--- src/rtl/kbc_mbx_pkg.sv ---
package kbc_mbx_pkg;
  localparam int STAT_OBF = 0;
  localparam int STAT_IBF = 1;
  localparam int STAT_CMD = 3;

  typedef struct packed {
    logic loadIn;
    logic loadOut;
  } mbxStrobe_t;
endpackage

--- src/rtl/kbc_mbx_ctrl.sv ---
module kbc_mbx_ctrl
  import kbc_mbx_pkg::*;
(
  input  logic       clk,
  input  logic       rstN,
  input  logic       hostWr,
  input  logic       hostRd,
  input  logic       hostCmdSel,
  input  logic       cpuWr,
  input  logic       cpuRd,
  input  logic       irqEnable,
  output mbxStrobe_t strobe,
  output logic       ibfFlag,
  output logic       obfFlag,
  output logic       cmdFlag,
  output logic       cpuIrq
);
  logic hostDataRead;

  assign hostDataRead   = hostRd & ~hostCmdSel;
  assign strobe.loadIn  = hostWr;
  assign strobe.loadOut = cpuWr;

  always_ff @(posedge clk) begin
    if (!rstN) begin
      ibfFlag <= 1'b0;
      obfFlag <= 1'b0;
      cmdFlag <= 1'b0;
    end else begin
      // a setting access takes priority over a clearing one
      if (hostWr)           ibfFlag <= 1'b1;
      else if (cpuRd)       ibfFlag <= 1'b0;
      if (cpuWr)            obfFlag <= 1'b1;
      else if (hostDataRead) obfFlag <= 1'b0;
      if (hostWr)           cmdFlag <= hostCmdSel;
    end
  end

  assign cpuIrq = ibfFlag & irqEnable;
endmodule

--- src/rtl/kbc_mbx_data.sv ---
module kbc_mbx_data
  import kbc_mbx_pkg::*;
#(
  parameter int DATA_W = 8
) (
  input  logic              clk,
  input  mbxStrobe_t        strobe,
  input  logic [DATA_W-1:0] hostWrData,
  input  logic [DATA_W-1:0] cpuWrData,
  input  logic              hostCmdSel,
  input  logic              ibfFlag,
  input  logic              obfFlag,
  input  logic              cmdFlag,
  output logic [DATA_W-1:0] statusWord,
  output logic [DATA_W-1:0] hostRdData,
  output logic [DATA_W-1:0] cpuRdData
);
  logic [DATA_W-1:0] inReg;
  logic [DATA_W-1:0] outReg;

  always_ff @(posedge clk) begin
    if (strobe.loadIn)  inReg  <= hostWrData;
    if (strobe.loadOut) outReg <= cpuWrData;
  end

  always_comb begin
    statusWord           = '0;
    statusWord[STAT_OBF] = obfFlag;
    statusWord[STAT_IBF] = ibfFlag;
    statusWord[STAT_CMD] = cmdFlag;
  end

  assign hostRdData = hostCmdSel ? statusWord : outReg;
  assign cpuRdData  = inReg;
endmodule

--- src/rtl/kbc_host_mailbox.sv ---
module kbc_host_mailbox
  import kbc_mbx_pkg::*;
#(
  parameter int DATA_W = 8
) (
  input  logic              clk,
  input  logic              rstN,
  input  logic              hostWr,
  input  logic              hostRd,
  input  logic              hostCmdSel,
  input  logic [DATA_W-1:0] hostWrData,
  output logic [DATA_W-1:0] hostRdData,
  input  logic              cpuWr,
  input  logic              cpuRd,
  input  logic [DATA_W-1:0] cpuWrData,
  output logic [DATA_W-1:0] cpuRdData,
  input  logic              irqEnable,
  output logic              cpuIrq
);
  mbxStrobe_t        strobe;
  logic              ibfFlag;
  logic              obfFlag;
  logic              cmdFlag;
  logic [DATA_W-1:0] statusWord;

  kbc_mbx_ctrl uCtrl (
    .clk(clk), .rstN(rstN), .hostWr(hostWr), .hostRd(hostRd),
    .hostCmdSel(hostCmdSel), .cpuWr(cpuWr), .cpuRd(cpuRd),
    .irqEnable(irqEnable), .strobe(strobe), .ibfFlag(ibfFlag),
    .obfFlag(obfFlag), .cmdFlag(cmdFlag), .cpuIrq(cpuIrq)
  );

  kbc_mbx_data #(.DATA_W(DATA_W)) uData (
    .clk(clk), .strobe(strobe), .hostWrData(hostWrData),
    .cpuWrData(cpuWrData), .hostCmdSel(hostCmdSel), .ibfFlag(ibfFlag),
    .obfFlag(obfFlag), .cmdFlag(cmdFlag), .statusWord(statusWord),
    .hostRdData(hostRdData), .cpuRdData(cpuRdData)
  );
endmodule

--- config.mk ---
export PLATFORM = sky130hd
export DESIGN_NAME = kbc_host_mailbox
export DESIGN_NICKNAME = d
export VERILOG_FILES = /design/src/rtl/kbc_mbx_pkg.sv /design/src/rtl/kbc_mbx_ctrl.sv /design/src/rtl/kbc_mbx_data.sv /design/src/rtl/kbc_host_mailbox.sv
export SDC_FILE = /design/constraint.sdc
export NUM_CORES = 1
export LEC_CHECK = 0
export CORE_MARGIN = 10
export CORE_UTILIZATION = 30
export CTS_CLUSTER_SIZE = 12
export DETAILED_ROUTE_END_ITERATION = 16
export PLACE_DENSITY = 0.66
export SLEW_MARGIN = 20
export SYNTH_ARGS = -nofsm -noshare
export SYNTH_HDL_FRONTEND = slang
export SYNTH_SLANG_ARGS = --single-unit
--- constraint.sdc ---
create_clock -name clk -period 1.4 [get_ports clk]
set_input_delay 0.14 -clock clk [delete_from_list [all_inputs] [get_ports clk]]
set_output_delay 0.14 -clock clk [all_outputs]
set_load 0.02 [all_outputs]
==> impl_metrics.toml <==
[yosys]
seq_area_frac_synth_pct = 78.26
ys_top_cells_by_count = "edfxtp_1, and2b_2, dfxtp_1, mux2_4, nor2b_1"
synthCells = 36
yosysTopAreaCellShare_pct = 69.57
yosysMostFrequentCell = "edfxtp_1"
ys.flop_type = "edfxtp_1"
ys_ff_latch = 19
yosysTopAreaCell = "edfxtp_1"
synth_edf_count = 16
async_reset_ff_share_pct = 0
ys_top_cells_by_area = "edfxtp_1, dfxtp_1, mux2_4"
yosysWarnings = 0
synth_cell_types = 12
syn_area_um2 = 690.7
synth_area_per_cell_um2 = 19.19
syn_nets = 60

[grt]
antenna_found_initial = 0
grt_use_total_pct = 6.196
grt_max_degree = 11
grt_pass1_vias = 461
gr-total-overflow = 0
grt_first_pass_wirelength_um = 2118

[timing]
setup_violations = 0
finalMaxSlewViolations = 0
fin_skew_ns = 0
min_period_ns = 1.354
hold_violations = 0
slew_headroom_pct = 73.41
tns_ns = 0
tightest_slew_ns = 0.3975
fin_crit_sh_pct = 96.69
grt_setup_unrepaired = "no"
max_freq_ghz = 0.7387

[floorplanning]
io_pins = 41
start_util_pct = 31.22
row_count = 17
core_um2 = 2212
die_width_um = 67.98
die_h_um = 67.98
die-area_um2 = 4621

[final_layout]
syn_to_final_growth_pct = 64.31
design_area_um2 = 1135
drive_above_1_share_pct = 25.93
layout.nets = 106
num_antenna_cells = 0

[critical_path]
critPathMaxFanout = 1
path_cells = "clkdlybuf4s50_1"
cp.required_ns = 1.26
cp_top_family = "buffers and inverters"
critPathArrivalTime_ns = 1.21
cpPeakStageDelay_ns = 0.60
path_buf_inv = 1
worstSetupPathType = "reg2out"
start_kind = "flip-flop"
slowest_stage = "clkdlybuf4s50_1"
critPathCaptureType = "output port"

[outcome]
status = "complete, no violations"

[cts]
clockBufferDepth = 2
clock-root-buffer = "clkbuf_4"
holdBufCountCts = 0
htreeDepth = 1
insertion_delay_ns = 0.28
cts.sinks = 19
cts_tree = "yes"
cts_made_buffers = 3
path_clk_slew_ns = 0.10

[placement]
placed_cell_area_um2 = 1130
port_buffers = 40
gp_congestion = 0.6218

[pwr]
p_leak_uw = 0.0004789
ir_drop_mv = 0.7117
p_comb_share_pct = 19.1
p_switching_uw = 251.5
swShare_pct = 21.90
internal-power_uw = 896.9
power.density_nw_per_um2 = 1012
power.clock.fraction_pct = 22.6
power_frac_seq_pct = 58.3

[routing]
vias = 459
wl_per_cell_um = 13.63
drt_pass1_iterations = 1
drtIter0Drc = 0
drc_errors = 0
routed_wl_um = 1486
vias_per_cell = 4.211
drtAntennaViolNets = 0

[flow_run]
maxCapViolCount = 0

[worst_hold_path]
min_path_type = "in2reg"
[logic make-up after synthesis]
logic type	share of synthesized area [%]
flops	78.26
simple gates	9.601
mux	7.971
compound gates	2.535
buf+inv	1.630
[sequential cells by signal, summed over array words and instances, names as in the netlist]
name,count
uCtrl.ibfFlag,1
uData.outReg,8
uData.cpuRdData,8
uCtrl.obfFlag,1
uCtrl.cmdFlag,1
[power by group through the flow]
stage	sequential (µW)	combinational [µW]	clock, µW
floorplan	707	64.9	0
global placement	683	240	0
detailed placement	684	241	0
CTS	671	232	279
global route	674	235	300
finish	669	220	259
[cell type report]
type / count / area (µm²)
fill: 214 / 1077
timing repair buffer: 42 / 394.1
multi-input combinational: 16 / 138.9
sequential: 19 / 540.5
tap: 28 / 35.03
clock buffer: 4 / 26.28
[per-layer routing]
metal	wire, µm	global-route usage (%)	vias up	share of wire (%)
li1	-	-	221	-
met1	632	6.232	210	43
met2	669	10.00	28	45
met3	184	4.241	0	12
met4	0	2.261	0	0
met5	0	0	-	0
[stage by stage]
| step | setup slack [ns] | util, % | std cells | hold WS [ns] | total power (µW) |
|---|---|---|---|---|---|
| CTS | 0.007202 | 51.98 | 109 | 0.3800 | 1182 |
| global placement | -0.3554 | 51.07 | 105 | 0.5220 | 922.8 |
| global route | 0.001946 | 51.30 | 109 | 0.3833 | 1209 |
| detailed placement | -0.3586 | 51.07 | 105 | 0.5273 | 924.9 |
| finish | 0.04633 | 51.30 | 109 | 0.3912 | 1148 |
| floorplan | 0.6212 | - | 36 | 0.2294 | 772.4 |
[timing repair]
item                       4_1_cts  5_1_grt
buffers inserted                 0        0
gates resized for setup         29        8
setup endpoints to repair        9        8
[layout by cell type, fill, tap and decap left out, drive strengths merged]
master         synthesis  layout
clkdlybuf4s50          0      27
dlygate4sd2            0       1
nor2                   1       1
mux2                   3       3
nor2b                  2       2
dlymetal6s2s           0       4
dfxtp                  3       3
mux2i                  1       1
clkbuf                 0       4
o21a                   1       1
o21ai                  1       1
buf                    1       9
clkdlybuf4s15          0       1
and2                   1       1
edfxtp                16      16
and2b                  5       5
a21oi                  1       1
[worst paths after layout]
check | start | to | slack [ns] | cells after the start
hold / removal | hostRd | uCtrl.obfFlag | 0.39 | 2
setup / recovery | uData.cpuRdData[3] | cpuRdData[3] | 0.05 | 1
setup reg to reg | uCtrl.ibfFlag | uCtrl.ibfFlag | 0.70 | 2
hold reg to reg | uCtrl.cmdFlag | uCtrl.cmdFlag | 0.54 | 2
(Power assumes the default switching activity.)
